## src/rtl/ts16cc_pkg.sv

```systemverilog
package ts16cc_pkg;

  // Default frame geometry of a 2.048 Mb/s E1 timebase.
  localparam int CHANS_PER_FRAME = 32;
  localparam int CHANS_PER_HALF  = 2;   // channels per 64 kHz half period
  localparam int BITS_PER_FRAME  = 8;

  // Strobes derived from one channel/frame timebase.
  typedef struct packed {
    logic ck;     // 64 kHz clock level
    logic rise;   // first cycle with ck high
    logic fall;   // first cycle with ck low
    logic frame;  // first cycle of a frame
  } tb_tick_t;

endpackage

```

## src/rtl/ts16_rst_sync.sv

```systemverilog
module ts16_rst_sync (
  input  logic clk,
  input  logic rst_n,
  output logic rst_sync_n
);

  logic s0_q;
  logic s1_q;

  always_ff @(posedge clk or negedge rst_n) begin
    if (!rst_n) begin
      s0_q <= 1'b0;
      s1_q <= 1'b0;
    end else begin
      s0_q <= 1'b1;
      s1_q <= s0_q;
    end
  end

  assign rst_sync_n = s1_q;

endmodule

```

## src/rtl/ts16_clk64_gen.sv

```systemverilog
module ts16_clk64_gen
  import ts16cc_pkg::*;
#(
  parameter int CHANS = CHANS_PER_FRAME,
  parameter int DIV   = CHANS_PER_HALF
) (
  input  logic     clk,
  input  logic     rst_n,
  input  logic     frame_stb,
  input  logic     chan_stb,
  output tb_tick_t tick
);

  localparam int CW = $clog2(CHANS);

  logic [CW-1:0] ch_q;
  logic [CW-1:0] ch_d;
  logic [CW-1:0] grp;
  logic          ck_q;
  logic          ck_d;
  logic          rise_q;
  logic          fall_q;
  logic          frm_q;
  logic          upd;

  // Next-state: channel index and clock level derived from it.
  always_comb begin
    upd  = frame_stb | chan_stb;
    ch_d = ch_q;
    if (frame_stb) begin
      ch_d = '0;
    end else if (chan_stb) begin
      ch_d = (ch_q == CW'(CHANS - 1)) ? '0 : ch_q + 1'b1;
    end
    grp  = ch_d / CW'(DIV);
    ck_d = grp[0];
  end

  always_ff @(posedge clk or negedge rst_n) begin
    if (!rst_n) begin
      ch_q   <= '0;
      ck_q   <= 1'b0;
      rise_q <= 1'b0;
      fall_q <= 1'b0;
      frm_q  <= 1'b0;
    end else begin
      ch_q   <= ch_d;
      ck_q   <= ck_d;
      rise_q <= ck_d & ~ck_q;
      fall_q <= ~ck_d & ck_q;
      frm_q  <= frame_stb;
    end
  end

  assign tick = '{ck: ck_q, rise: rise_q, fall: fall_q, frame: frm_q};

  // the clock moves only right after a boundary strobe
  p_ck_on_boundary_r1: assert property (@(posedge clk) disable iff (!rst_n)
    !$stable(ck_q) |-> $past(upd));

  // every rising edge lands on the fixed channel phase
  p_rise_phase_r2: assert property (@(posedge clk) disable iff (!rst_n)
    rise_q |-> ((32'(ch_q) % (2 * DIV)) == DIV));

endmodule

```

## src/rtl/ts16_tx_packer.sv

```systemverilog
module ts16_tx_packer
  import ts16cc_pkg::*;
#(
  parameter int BITS = BITS_PER_FRAME
) (
  input  logic            clk,
  input  logic            rst_n,
  input  tb_tick_t        tick,
  input  logic            ser_in,
  output logic [BITS-1:0] held
);

  localparam int NW = $clog2(BITS + 1);

  logic [BITS-1:0] sh_q;
  logic [BITS-1:0] sh_d;
  logic [BITS-1:0] held_q;
  logic [BITS-1:0] held_d;
  logic [NW-1:0]   cnt_q;
  logic [NW-1:0]   cnt_d;
  logic            full;

  always_comb begin
    sh_d   = sh_q;
    cnt_d  = cnt_q;
    held_d = held_q;
    full   = (cnt_q == NW'(BITS));
    if (tick.frame) begin
      if (full) begin
        held_d = sh_q;
      end
      cnt_d = '0;
    end else if (tick.rise) begin
      sh_d = {sh_q[BITS-2:0], ser_in};
      if (!full) begin
        cnt_d = cnt_q + 1'b1;
      end
    end
  end

  always_ff @(posedge clk or negedge rst_n) begin
    if (!rst_n) begin
      sh_q   <= '0;
      cnt_q  <= '0;
      held_q <= '0;
    end else begin
      sh_q   <= sh_d;
      cnt_q  <= cnt_d;
      held_q <= held_d;
    end
  end

  assign held = held_q;

  // the held byte only changes at a frame start
  p_held_at_frame_r4: assert property (@(posedge clk) disable iff (!rst_n)
    !$stable(held_q) |-> $past(tick.frame));

  // a frame short of samples leaves the held byte alone
  p_short_frame_r5: assert property (@(posedge clk) disable iff (!rst_n)
    (tick.frame && (cnt_q != NW'(BITS))) |=> $stable(held_q));

  // sampling happens on the rising edge, with the clock high
  p_sample_high_r3: assert property (@(posedge clk) disable iff (!rst_n)
    tick.rise |-> tick.ck);

  // a falling strobe always sees the clock low
  p_fall_low_r1: assert property (@(posedge clk) disable iff (!rst_n)
    tick.fall |-> !tick.ck);

endmodule

```

## src/rtl/ts16_rx_serializer.sv

```systemverilog
module ts16_rx_serializer
  import ts16cc_pkg::*;
#(
  parameter int BITS = BITS_PER_FRAME
) (
  input  logic            clk,
  input  logic            rst_n,
  input  tb_tick_t        tick,
  input  logic            en,
  input  logic            byte_stb,
  input  logic [BITS-1:0] byte_in,
  output logic            ser_out
);

  logic [BITS-1:0] stage_q;
  logic [BITS-1:0] stage_d;
  logic [BITS-1:0] sh_q;
  logic [BITS-1:0] sh_d;

  always_comb begin
    stage_d = byte_stb ? byte_in : stage_q;
    sh_d    = sh_q;
    if (tick.frame) begin
      sh_d = stage_q;
    end else if (tick.fall) begin
      sh_d = {sh_q[BITS-2:0], 1'b1};
    end
  end

  always_ff @(posedge clk or negedge rst_n) begin
    if (!rst_n) begin
      stage_q <= '1;
      sh_q    <= '1;
    end else begin
      stage_q <= stage_d;
      sh_q    <= sh_d;
    end
  end

  assign ser_out = en ? sh_q[BITS-1] : 1'b1;

  // the output bit never moves while the clock is high
  p_bit_steady_r7: assert property (@(posedge clk) disable iff (!rst_n)
    tick.ck |-> $stable(sh_q));

  // the shifter takes the staged byte at frame start
  p_frame_load_r11: assert property (@(posedge clk) disable iff (!rst_n)
    tick.frame |=> (sh_q == $past(stage_q)));

  // a rising strobe always sees the clock high
  p_rise_high_r8: assert property (@(posedge clk) disable iff (!rst_n)
    tick.rise |-> tick.ck);

endmodule

```

## src/rtl/ts16_clear_channel.sv

```systemverilog
module ts16_clear_channel
  import ts16cc_pkg::*;
#(
  parameter int CHANS = CHANS_PER_FRAME,
  parameter int DIV   = CHANS_PER_HALF,
  parameter int BITS  = BITS_PER_FRAME
) (
  input  logic            clk,
  input  logic            rst_n,
  input  logic            cc_en,
  input  logic            sys_frame_stb,
  input  logic            sys_chan_stb,
  input  logic            tx_ser_in,
  input  logic [BITS-1:0] tx_ts16_norm,
  output logic [BITS-1:0] tx_ts16_data,
  input  logic            rx_frame_stb,
  input  logic            rx_chan_stb,
  input  logic            rx_ts16_stb,
  input  logic [BITS-1:0] rx_ts16_byte,
  output logic            rx_ser_out,
  output logic            rx_clk64
);

  logic            rst_sync_n;
  tb_tick_t        sys_tick;
  tb_tick_t        rx_tick;
  logic [BITS-1:0] tx_held;

  ts16_rst_sync u_rst (
    .clk        (clk),
    .rst_n      (rst_n),
    .rst_sync_n (rst_sync_n)
  );

  ts16_clk64_gen #(.CHANS(CHANS), .DIV(DIV)) u_sys_tb (
    .clk       (clk),
    .rst_n     (rst_sync_n),
    .frame_stb (sys_frame_stb),
    .chan_stb  (sys_chan_stb),
    .tick      (sys_tick)
  );

  ts16_clk64_gen #(.CHANS(CHANS), .DIV(DIV)) u_rx_tb (
    .clk       (clk),
    .rst_n     (rst_sync_n),
    .frame_stb (rx_frame_stb),
    .chan_stb  (rx_chan_stb),
    .tick      (rx_tick)
  );

  ts16_tx_packer #(.BITS(BITS)) u_tx (
    .clk    (clk),
    .rst_n  (rst_sync_n),
    .tick   (sys_tick),
    .ser_in (tx_ser_in),
    .held   (tx_held)
  );

  ts16_rx_serializer #(.BITS(BITS)) u_rx (
    .clk      (clk),
    .rst_n    (rst_sync_n),
    .tick     (rx_tick),
    .en       (cc_en),
    .byte_stb (rx_ts16_stb),
    .byte_in  (rx_ts16_byte),
    .ser_out  (rx_ser_out)
  );

  assign tx_ts16_data = cc_en ? tx_held : tx_ts16_norm;
  assign rx_clk64     = rx_tick.ck;

endmodule

```

## config.mk

```make
export PLATFORM = sky130hd
export DESIGN_NAME = ts16_clear_channel
export DESIGN_NICKNAME = d
export VERILOG_FILES = /design/src/rtl/ts16cc_pkg.sv /design/src/rtl/ts16_rst_sync.sv /design/src/rtl/ts16_clk64_gen.sv /design/src/rtl/ts16_tx_packer.sv /design/src/rtl/ts16_rx_serializer.sv /design/src/rtl/ts16_clear_channel.sv
export SDC_FILE = /design/constraint.sdc
export NUM_CORES = 1
export LEC_CHECK = 0
export BUFFER_PORTS_ARGS = -buffer_cell sky130_fd_sc_hd__buf_2
export CAP_MARGIN = 20
export CORE_MARGIN = 8
export CORE_UTILIZATION = 35
export DETAILED_ROUTE_END_ITERATION = 8
export PLACE_DENSITY = 0.54
export SYNTH_ARGS = -nofsm -noshare
export SYNTH_HDL_FRONTEND = slang
export SYNTH_SLANG_ARGS = --single-unit
```

## constraint.sdc

```tcl
create_clock -name clk -period 3.9 [get_ports clk]
set_clock_uncertainty 0.15 [all_clocks]
set_input_delay 0.39 -clock clk [delete_from_list [all_inputs] [get_ports clk]]
set_output_delay 0.39 -clock clk [all_outputs]
set_load 0.1 [all_outputs]
```

==> Yosys cells after proc, flatten, opt, wreduce, memory -nomap -nowiden <==
Cells that the tools add are included.
{ "totals": {"ff_bits": 52, "output_inout_bits": 10, "elab_cells": 47} }
{ "classes": {"add_sub_neg": 3, "eq_ne": 4, "mux": 13, "bitwise_logic": 5, "n_reduce_logical": 7} }
{ "op_table": {"columns": ["cell", "count"], "rows": [
  ["2-to-1 mux 5 bit", 6],
  ["2-to-1 mux 8 bit", 3],
  ["2-to-1 mux 4 bit", 3],
  ["adder 5 x 1 -> 5 bit, second input constant", 2],
  ["equality test 5 bit, second input constant", 2],
  ["nonzero test 2 bit", 4],
  ["AND reduction 2 bit", 3],
  ["adder 4 x 1 -> 4 bit, second input constant", 1],
  ["equality test 4 bit, second input constant", 1],
  ["NOT 1 bit", 3],
  ["AND 1 bit", 2],
  ["!= test 2 bit, second input constant", 1],
  ["2-to-1 mux 1 bit", 1]
]} }

==> Longest topological paths before layout <==
Gate-level depths: netlist (run 1).
{ "depth": {"ltp_word": 6, "mapped_depth": 6, "mapped_depth_nobuf": 6} }

==> Cells and area by module <==
From an unflattened synthesis (run 1), not the netlist that was laid out.
{ "unflattened": {"hier_cells": 195, "area_unflattened_um2": 2570.0} }
{ "modules_own_cells": {"columns": ["module", "n_inst", "cells_per_inst", "area_each_um2"], "rows": [
  ["ts16_tx_packer", 1, 59, 854.6],
  ["ts16_clk64_gen", 2, 36, 402.9],
  ["ts16_rx_serializer", 1, 52, 724.4],
  ["ts16_clear_channel", 1, 9, 131.4],
  ["ts16_rst_sync", 1, 3, 53.8]
]} }

==> Worst setup path before layout (run 1) <==
Ideal clock, no wire load.
{ "synth_timing": {"kind": "reg2reg", "start": "register u_rx_tb.ch_q[1]", "end": "register u_rx_tb.ch_q[3]", "setup_time_ns": 0.077, "arrival_ns": 2.126, "required_ns": 3.673, "path_slack_ns": 1.547, "path_stages_with_launch": 6, "n_path_buf": 0, "period_less_slack_ns": 2.353, "path_cell_list": "dfrtp_1 -> ha_1 -> and3_1 -> ha_1 -> or4_1 -> a21oi_1"} }
{ "synth_via": {"elab_chain_len": 4, "elab_cells_between_ends": 5} }
{ "synth_rtl": {"columns": ["element", "line", "source"], "rows": [
  ["from (decl)", "ts16_clk64_gen.sv:16", "logic [CW-1:0] ch_q;"],
  ["from (signal assigned)", "ts16_clk64_gen.sv:47", "ch_q <= ch_d;"],
  ["adder 5 x 1 -> 5 bit or equality test 5 bit (tied branches)", "ts16_clk64_gen.sv:33", "ch_d = (ch_q == CW'(CHANS - 1)) ? '0 : ch_q + 1'b1;"],
  ["2-to-1 mux 5 bit *", "ts16_clk64_gen.sv:33", null],
  ["2-to-1 mux 5 bit *", "ts16_clk64_gen.sv:32", "end else if (chan_stb) begin"],
  ["2-to-1 mux 5 bit *", "ts16_clk64_gen.sv:30", "if (frame_stb) begin"]
]} }
Every way passes the cells marked *; elsewhere a longest branch is shown, timed or not. The select of a mux whose other input is x is not followed.
A chain may end at the register's enable or synchronous reset.

==> Final worst setup path (run 1) <==
Ends and elaborated chain as after synthesis.

==> run summary, run 1 <==
Vias in the first global route -> 1490
Synth area leader -> dfrtp_1
Post-placement cell count -> 288
Final setup TNS -> 0 ns
Crit-path cells -> ha_1, and3_1, ha_1, or4_1, a21oi_1
Worst skew pair latency -> 0.30 ns
Crit share post-route -> 0.492
RSZ-0062 raised after global routing -> no
P_sw -> 0.000281 W
Setup-failing EPs final -> 0
Via Count -> 1406
Net Sw Frac -> 0.266
Share of the synthesized area in the top cell type -> 0.391
Arrival @ worst endpoint -> 1.99 ns
1st-pass router iterations -> 4
Slowest-stage cell, CP -> or4_1
Die Span Y -> 97.2 um
Largest stage delay on the critical path -> 0.47 ns
Routed WL -> 3800 um
Drt drc -> 0
Antenna violations before repair -> 0
Total GRT Usage -> 0.0856
Total CTS buffers -> 5
WL/cell -> 12.8 um
CP Capture Type -> register
GPL Wtd Cong -> 0.782
Clock transition at path regs -> 0.09 ns
Final core utilization -> 0.417
Pins Over Slew Limit -> 0
Dpl hpwl -> 2750 um
Yosys warnings -> 0
Combinational Power Share -> 0.132
Clk network pwr share -> 0.273
Synth Register Bits -> 52
Leak Pwr -> 1.23 nW
Max-Cap Viols -> 0
Sequential area share after synthesis -> 0.573
Max clock buf depth -> 2
Starting density of the core -> 0.363
Share of cells above drive strength 1 -> 0.414
IO Port Bufs -> 34
TritonCTS clock tree -> built
Worst hold path class -> reg -> async
Nets -> 250
CTS H-Tree Depth -> 2
Crit path kind -> reg -> reg
First-pass GRT wire length -> 6990 um
Part of the power in registers -> 0.595
Number of routed nets with antenna violations -> 0
CP required -> 3.97 ns
Cell Pwr Density -> 399 nW/um^2
Chip Width -> 97.2 um
Top cells by area, synth -> dfrtp_1, dfstp_2, mux2_2, mux2i_1, ha_1
Synthesized netlist cell count -> 182
Synth cell types -> 30
Syn_area_per_cell -> 12.7 sq um
Min Tclk post-route -> 1.92 ns
Clk sinks -> 52
Rows -> 29
Setup crit start kind -> register
Slew headroom -> 0.555
Worst vdd ir -> 0.162 mV
Clock root cell -> clkbuf_8
Core area -> 6350 sq um
Layout Cells excl Fill -> 297
Post-CTS Setup Bufs -> 0
First DRT Iteration DRCs -> 55
Crit-path max FO -> 6
Syn_nets -> 213
Fin. Hold Viols -> 0
Die ar. -> 9440 sq um
ANT cells -> 0
Vias per Instance -> 4.73
Worst-Margin Slew -> 0.666 ns
Outcome -> completed
Reg2reg setup slack -> 1.98 ns
Crit-path most repeated cell -> ha_1
Syn Std Cell Area -> 2310 sq um
Internal power -> 0.000774 W
Area Growth Syn to Fin -> 14.7%
Max Fclk -> 522 MHz
Largest net degree at the start of global routing -> 32
Total grt overflow -> 0
Ports -> 35
-- cells in the mapped netlist, drive strengths merged --
| master | instances |
|---|---|
| buf | 3 |
| xor2 | 1 |
| nand4 | 1 |
| nor2 | 11 |
| and3 | 2 |
| nand3b | 1 |
| conb | 1 |
| nor4b | 1 |
| nand2b | 4 |
| dfrtp | 36 |
| nand2 | 13 |
| or4 | 2 |
| ha | 6 |
| nand4b | 1 |
| clkbuf | 3 |
| nor2b | 4 |
| nand3 | 2 |
| mux2 | 33 |
| nor3b | 2 |
| mux2i | 13 |
| o31ai | 2 |
| dfstp | 16 |
| o21ai | 10 |
| or3b | 1 |
| a21oi | 6 |
| o21a | 1 |
| inv | 4 |
| a31oi | 2 |
-- power by group through the flow --
stage | logic [W] | registers [W] | clock network (W)
final | 0.000139 | 0.000628 | 0.000288
after detailed placement | 0.000141 | 0.000639 | 0
after CTS | 0.000142 | 0.000629 | 0.000305
after global routing | 0.000154 | 0.000637 | 0.000323
after floorplan | 0.000106 | 0.000634 | 0
after global placement | 0.000140 | 0.000638 | 0
-- final cells by class --
cell class,count,area (sq um)
clock buffer,7,76.3
clock inverter,1,3.75
fill,592,3700
inverter,4,15.0
multi-input combinational,120,943
sequential,52,1320
tap,77,96.3
timing repair buffer,36,188
-- through the flow --
step	hold WS, ns	cell area (sq um)	total power [W]	setup slack [ns]
floorplan	-0.0556	2310	0.000739	1.55
global placement	0.0275	2550	0.000777	2.05
detailed placement	0.0308	2550	0.000780	1.96
CTS	0.0779	2650	0.00108	1.97
global route	0.101	2650	0.00111	1.85
finish	0.0526	2650	0.00105	1.98
-- flip-flops by register name, summed over array words and instances (netlist names) --
register / cells
u_rx.sh_q: 8
u_rx.stage_q: 8
u_tx.held: 8
u_tx.sh_q: 8
u_rx_tb.ch_q: 5
u_sys_tb.ch_q: 5
u_tx.cnt_q: 4
u_rst.rst_sync_n: 1
u_rst.s0_q: 1
u_rx_tb.fall_q: 1
u_rx_tb.frm_q: 1
u_sys_tb.frm_q: 1
u_sys_tb.rise_q: 1
-- path summary, 6_finish.rpt --
kind | from | endpoint | cells after the start
min in group clk | rx_frame_stb | u_rx_tb.frm_q | 1
worst max-delay path | u_rx_tb.ch_q[1] | u_rx_tb.ch_q[3] | 5
worst min-delay path | u_rst.rst_sync_n | u_tx.sh_q[3] | 0
max in group asynchronous | u_rst.rst_sync_n | u_rx.stage_q[1] | 1
worst min register to register | u_rst.rst_sync_n | u_tx.sh_q[3] | 0
worst max register to register | u_rx_tb.ch_q[1] | u_rx_tb.ch_q[3] | 5
-- metal layers --
metal	global-route usage	vias to the layer above	part of all wire	routed length, um
li1	-	708	-	-
met1	0.111	662	0.50	1910
met2	0.127	28	0.43	1620
met3	0.0306	8	0.057	215
met4	0.0320	0	0.014	54
met5	0	-	0	0
-- worst max-delay path, delay by kind of cell (launching register included) --
kind,cells,cell delay (ns)
AO/OA/AOI/OAI,1,0.13
adder cells (fa/ha/maj),2,0.46
flip-flops,1,0.44
AND/OR/NAND/NOR,2,0.66
-- cell families after synthesis --
group | after synthesis | synth area share
mux | 46 | 0.218
fa+ha+maj | 6 | 0.0326
flops | 52 | 0.573
buf+inv | 10 | 0.0179
compound gates | 21 | 0.0499
other cells | 1 | 0.00163
xor+xnor | 1 | 0.00380
simple gates | 45 | 0.104
-- cells in the final DEF (no fill, tap or decap), drive strengths merged, types with 7 or more instances in the layout --
cell type / count
dfstp: 16
o21ai: 10
nand2: 13
mux2i: 13
nor2: 11
mux2: 33
buf: 35
dfrtp: 36
clkbuf: 7
-- timing repair --
item,CTS,global route
hold buffers,1,0
resized for setup,0,0
endpoints found under the setup margin,0,0
endpoints found under the hold margin,2,0
(Power assumes the default switching activity.)
==> run 2, diff against run 1 <==
Clock period 3.9 ns to 1.9 ns, I/O delays scaled along.
==> run 2 against run 1 <==
Effect of this change: worst hold slack worse by 0.0030 ns; global-route usage shrank 0.11 points; maximum frequency increased by 4.3%; clock power up 120%; largest cell class unchanged; highest routed layer unchanged.
==> run summary, run 2 (synthesis results as in run 1) <==
Commonest non-fill, non-tap cells in the layout -> buf_2, dfrtp_1, mux2_2, dfstp_2
Max-Cap Viols -> 0 (unchanged)
Layout fillers -> 590 (-0.34%)
CP required -> 1.98 ns (-1.99 ns)
RSZ-0062 raised after global routing -> no
Hold slack -> 0.0496 ns (-0.00299 ns)
1st-pass router iterations -> 4 (unchanged)
WL/cell -> 12.6 um (-1.9%)
CP Capture Type -> register
Total grt overflow -> 0 (unchanged)
Crit-path max FO -> 5 (-1)
Slowest-stage cell, CP -> dfrtp_1
Nets -> 266 (+6.4%)
Rows -> 29 (unchanged)
Via Count -> 1512 (+7.5%)
Antenna violations before repair -> 0 (unchanged)
Drt drc -> 0 (unchanged)
Ports -> 35 (unchanged)
Setup-failing EPs final -> 0 (unchanged)
Crit-path cells -> ha_4, and3_1, ha_2, or4_1, a21oi_1
Worst hold path class -> in -> async
Largest net degree at the start of global routing -> 51 (+59%)
Arrival @ worst endpoint -> 1.92 ns (-0.07 ns)
Number of routed nets with antenna violations -> 0 (unchanged)
Clk sinks -> 52 (unchanged)
Worst vdd ir -> 0.342 mV (+110%)
Pins Over Slew Limit -> 0 (unchanged)
Routed WL -> 3930 um (+3.4%)
IO Port Bufs -> 34 (unchanged)
Crit path kind -> reg -> reg
WP buf/inv -> 0 (unchanged)
First DRT Iteration DRCs -> 54 (-1.8%)
Chip Width -> 97.2 um (unchanged)
Max clock buf depth -> 2 (unchanged)
Fin. Hold Viols -> 0 (unchanged)
Total GRT Usage -> 0.0846 (-0.00107)
Crit share post-route -> 0.968 (+0.476)
Vias in the first global route -> 1536 (+3.1%)
Largest stage delay on the critical path -> 0.46 ns (about the same)
CTS H-Tree Depth -> 2 (unchanged)
Max Fclk -> 544 MHz (+4.3%)
Clock root cell -> clkbuf_8
Worst skew pair latency -> 0.30 ns (about the same)
Die ar. -> 9440 sq um (unchanged)
Leak Pwr -> 1.31 nW (+6.1%)
Area Growth Syn to Fin -> 23.0%
Total CTS buffers -> 5 (unchanged)
Reg2reg setup slack -> 0.06 ns (-1.92 ns)
Dpl hpwl -> 2750 um (-0.26%)
Post-CTS sizing -> 0 (unchanged)
Min Tclk post-route -> 1.84 ns (-0.0782 ns)
Setup crit start kind -> register
GPL Wtd Cong -> 0.727 (-7.1%)
Cell Pwr Density -> 793 nW/um^2 (+99%)
Reg2reg path depth -> 5 (unchanged)
Die Span Y -> 97.2 um (unchanged)
Clock transition at path regs -> 0.09 ns (about the same)
ANT cells -> 0 (unchanged)
TritonCTS clock tree -> built
Share of cells above drive strength 1 -> 0.428 (+0.0143)
Critical R2R Capture -> u_rx_tb.ch_q[3]
Vias per Instance -> 4.83 (+2.0%)
Core area -> 6350 sq um (unchanged)
Worst r2r src -> u_rx_tb.ch_q[0]
Final core utilization -> 0.447 (+0.0300)
Starting density of the core -> 0.363 (unchanged)
CP top delay family -> simple AND/OR/NAND/NOR gates
First-pass GRT wire length -> 6910 um (-1.1%)
Stages on the worst setup path -> 5 (unchanged)
Outcome -> completed
run 2: cell types whose count changed in the layout (fill, tap and decap cells not counted), sizes merged:
cell         previous run  this run
dlygate4sd3             1        12
buf                    35        40
clkinv                  1         0
clkinvlp                0         1
run 2: worst max-delay path by stage:
stage | from | to | slack [ns]
CTS | u_rx_tb.ch_q[0] | u_rx_tb.ch_q[3] | 0.07
detailed placement | u_sys_tb.ch_q[0] | u_sys_tb.ch_q[3] | 0.06
finish | u_rx_tb.ch_q[0] | u_rx_tb.ch_q[3] | 0.06
global placement | u_sys_tb.ch_q[0] | u_sys_tb.ch_q[3] | 0.12
floorplan | u_rx_tb.ch_q[1] | u_rx_tb.ch_q[3] | -0.12
global route | u_rx_tb.ch_q[0] | u_rx_tb.ch_q[3] | 0.01
run 2: routing by layer:
layer  vias to the layer above  routed length (um)  GRT usage
met2                        34                1710      0.131
li1                        747                   -          -
met5                         -                   0          0
met3                         7                 256     0.0299
met1                       724                1910      0.106
met4                         0                  52     0.0284
run 2: what timing repair did:
action / in CTS / in global routing
hold buffers: 12 / 0
hold endpoints to repair: 17 / 0
buffers inserted: 0 / 2
endpoints found under the setup margin: 0 / 1
run 2: layout make-up:
| type | instances | area [sq um] | share of cell area |
|---|---|---|---|
| clock buffer | 7 | 86.3 | 0.0305 |
| clock inverter | 1 | 7.51 | 0.00265 |
| inverter | 4 | 15.0 | 0.00530 |
| multi-input combinational | 120 | 958 | 0.338 |
| sequential | 52 | 1320 | 0.467 |
| tap | 77 | 96.3 | 0.0340 |
| timing repair buffer | 52 | 348 | 0.123 |
run 2: stage by stage:
stage	std cells	power, W	setup TNS [ns]	setup slack (ns)	area [sq um]
floorplan	182	0.00152	-0.117	-0.117	2320
global placement	291	0.00161	0	0.117	2610
detailed placement	291	0.00161	0	0.0641	2610
CTS	311	0.00229	0	0.0679	2820
global route	313	0.00236	0	0.0143	2840
finish	313	0.00225	0	0.0611	2840
run 2: where the power goes:
part / leakage [nW] / internal [W] / switching (W) / total [W]
registers: 0.652 / 0.00122 / 0.0000662 / 0.00129
logic: 0.609 / 0.000138 / 0.000186 / 0.000323
clock network: 0.0445 / 0.000296 / 0.000342 / 0.000638
total: 1.31 / 0.00165 / 0.000594 / 0.00225
==> run 3, diff against run 2 <==
Settings changed: CORE_ASPECT_RATIO set to 0.5.
==> run 3 against run 2 <==
Effect of this change: sequential power barely moved; maximum frequency decreased by 0.46%; setup slack got worse by 0.0085 ns; utilization grew 0.26 points; non-clock buffer count unchanged; total power up 14%; final cell count grew 4.8%; largest power group unchanged; highest routed layer unchanged; worst hold slack better by 0.017 ns; critical path type unchanged; combinational power about the same; sequential cell count is the same; clock power up 50%; critical endpoint is now u_sys_tb.ch_q[3]; largest cell class unchanged; via count fell by 4.9%.
==> run summary, run 3 (synthesis results as in run 1) <==
WL/cell -> 12.6 um (+0.14%)
Clock transition at path regs -> 0.07 ns (-0.02 ns)
Crit path kind -> reg -> reg
Core area -> 6520 sq um (+2.6%)
Pre-CTS WS -> 0.0436 ns (-0.0206 ns)
Min Tclk post-route -> 1.85 ns (+0.00854 ns)
Setup crit start kind -> register
Ports -> 35 (unchanged)
TritonCTS clock tree -> built
Fin. Hold Viols -> 0 (unchanged)
Leak Pwr -> 1.34 nW (+2.8%)
Clk sinks -> 52 (unchanged)
Chip Width -> 131 um (+35%)
Crit-path max FO -> 4 (-1)
Arrival @ worst endpoint -> 1.92 ns (about the same)
Total GRT Usage -> 0.0924 (+0.00780)
Total CTS buffers -> 5 (unchanged)
Part of the power in registers -> 0.502 (-0.070)
Die ar. -> 9600 sq um (+1.7%)
Total grt overflow -> 0 (unchanged)
Share of cells above drive strength 1 -> 0.441 (+0.0127)
P_sw -> 0.000642 W (+8.1%)
Via Count -> 1438 (-4.9%)
Number of routed nets with antenna violations -> 0 (unchanged)
Worst vdd ir -> 0.317 mV (-7.5%)
Die Span Y -> 73.4 um (-24%)
Final setup TNS -> 0 ns (unchanged)
Register area -> 1330 sq um (about the same)
Vias in the first global route -> 1475 (-4.0%)
Multi-input logic area -> 962 sq um (+0.39%)
IO Port Bufs -> 34 (unchanged)
CP Capture Type -> register
Nets -> 266 (unchanged)
Clock root cell -> clkbuf_16
Outcome -> completed
First-pass GRT wire length -> 7050 um (+2.0%)
Worst skew pair latency -> 0.29 ns (about the same)
Drt drc -> 0 (unchanged)
Net Sw Frac -> 0.250 (-0.0142)
Commonest non-fill, non-tap cells in the layout -> buf_2, dfrtp_1, mux2_2, dfstp_2
Most common cell after layout, fill and taps aside -> buf_2
Design Area, Final -> 2930 sq um (+3.2%)
Cell Pwr Density -> 877 nW/um^2 (+11%)
CTS H-Tree Depth -> 2 (unchanged)
Internal power -> 0.00192 W (+16%)
Worst Slack Setup Final -> 0.0526 ns (-0.00854 ns)
Worst hold path class -> in -> async
Max-Cap Viols -> 0 (unchanged)
Area Growth Syn to Fin -> 26.9%
Post-placement cell count -> 306 (+5.2%)
Pins Over Slew Limit -> 0 (unchanged)
Routed WL -> 4130 um (+4.9%)
Crit share post-route -> 0.972 (+0.00449)
Max Fclk -> 541 MHz (-0.46%)
1st-pass router iterations -> 4 (unchanged)
Setup-failing EPs final -> 0 (unchanged)
Vias per Instance -> 4.38 (-9.2%)
Combinational Power Share -> 0.126 (-0.018)
Largest net degree at the start of global routing -> 51 (unchanged)
CP required -> 1.97 ns (about the same)
GPL Wtd Cong -> 0.821 (+13%)
Placement Cell Area -> 2630 sq um (+0.72%)
Hold slack -> 0.0663 ns (+0.0167 ns)
Max clock buf depth -> 2 (unchanged)
Layout Cells excl Fill -> 328 (+4.8%)
Antenna violations before repair -> 0 (unchanged)
Layout fillers -> 631 (+6.9%)
Rows -> 21 (-28%)
Dpl hpwl -> 2870 um (+4.4%)
Clk network pwr share -> 0.372 (+0.088)
ANT cells -> 0 (unchanged)
Starting density of the core -> 0.354 (-0.00927)
First DRT Iteration DRCs -> 65 (+20%)
[run 3: cell types whose count changed in the layout (fill, tap and decap cells not counted), sizes merged]
cell / delta
clkbuf: -1
clkinv: +1
clkinvlp: -1
inv: +1
[run 3: path summary, 6_finish.rpt]
| path | startpoint | endpoint | slack (ns) | depth (start not counted) |
|---|---|---|---|---|
| setup / recovery | u_sys_tb.ch_q[0] | u_sys_tb.ch_q[3] | 0.05 | 5 |
| hold / removal | rst_n | u_rst.s0_q | 0.07 | 2 |
| setup reg to reg | u_sys_tb.ch_q[0] | u_sys_tb.ch_q[3] | 0.05 | 5 |
| hold reg to reg | u_rst.rst_sync_n | u_tx.sh_q[3] | 0.10 | 1 |
| max in group asynchronous | u_rst.rst_sync_n | u_rx.sh_q[3] | 1.22 | 1 |
| min in group clk | sys_chan_stb | u_sys_tb.rise_q | 0.07 | 3 |
[run 3: through the flow]
step / util / total power (W)
3_5_place_dp: 0.403 / 0.00161
3_3_place_gp: 0.403 / 0.00161
5_1_grt: 0.449 / 0.00270
4_1_cts: 0.446 / 0.00262
2_1_floorplan: - / 0.00152
6_report: 0.449 / 0.00257
[run 3: layout make-up]
type                    instances  area share
flip-flops and latches         52       0.453
multi-input cells             120       0.329
repair buffers                 52       0.119
clock buffers                   6      0.0513
well taps                      92      0.0393
inverters                       4     0.00513
clock inverters                 2     0.00385
[run 3: power by group through the flow]
stage / sequential (W) / combinational, W / clock [W]
2_1_floorplan: 0.00130 / 0.000217 / 0
3_3_place_gp: 0.00131 / 0.000301 / 0
3_5_place_dp: 0.00131 / 0.000303 / 0
4_1_cts: 0.00129 / 0.000322 / 0.00100
5_1_grt: 0.00130 / 0.000356 / 0.00104
6_report: 0.00129 / 0.000323 / 0.000955
[run 3: worst max-delay path, cell delays in order, from the launching register on]
cell	delay (ns)
dfrtp_1	0.42
ha_1	0.21
and3_1	0.19
ha_1	0.19
or4_1	0.49
a21oi_2	0.13
[run 3: what timing repair did]
item / in CTS / in global routing
buffers inserted: 0 / 2
setup endpoints to repair: 0 / 2
hold endpoints to repair: 14 / 0
gates resized for setup: 0 / 2
hold buffers: 12 / 0
[run 3: metal layers]
metal  share of wire  global-route usage  up-vias
met1            0.57               0.140      652
met5               0                   0        -
met4          0.0070              0.0227        0
li1                -                   -      750
met3           0.065              0.0340        5
met2            0.36               0.116       31
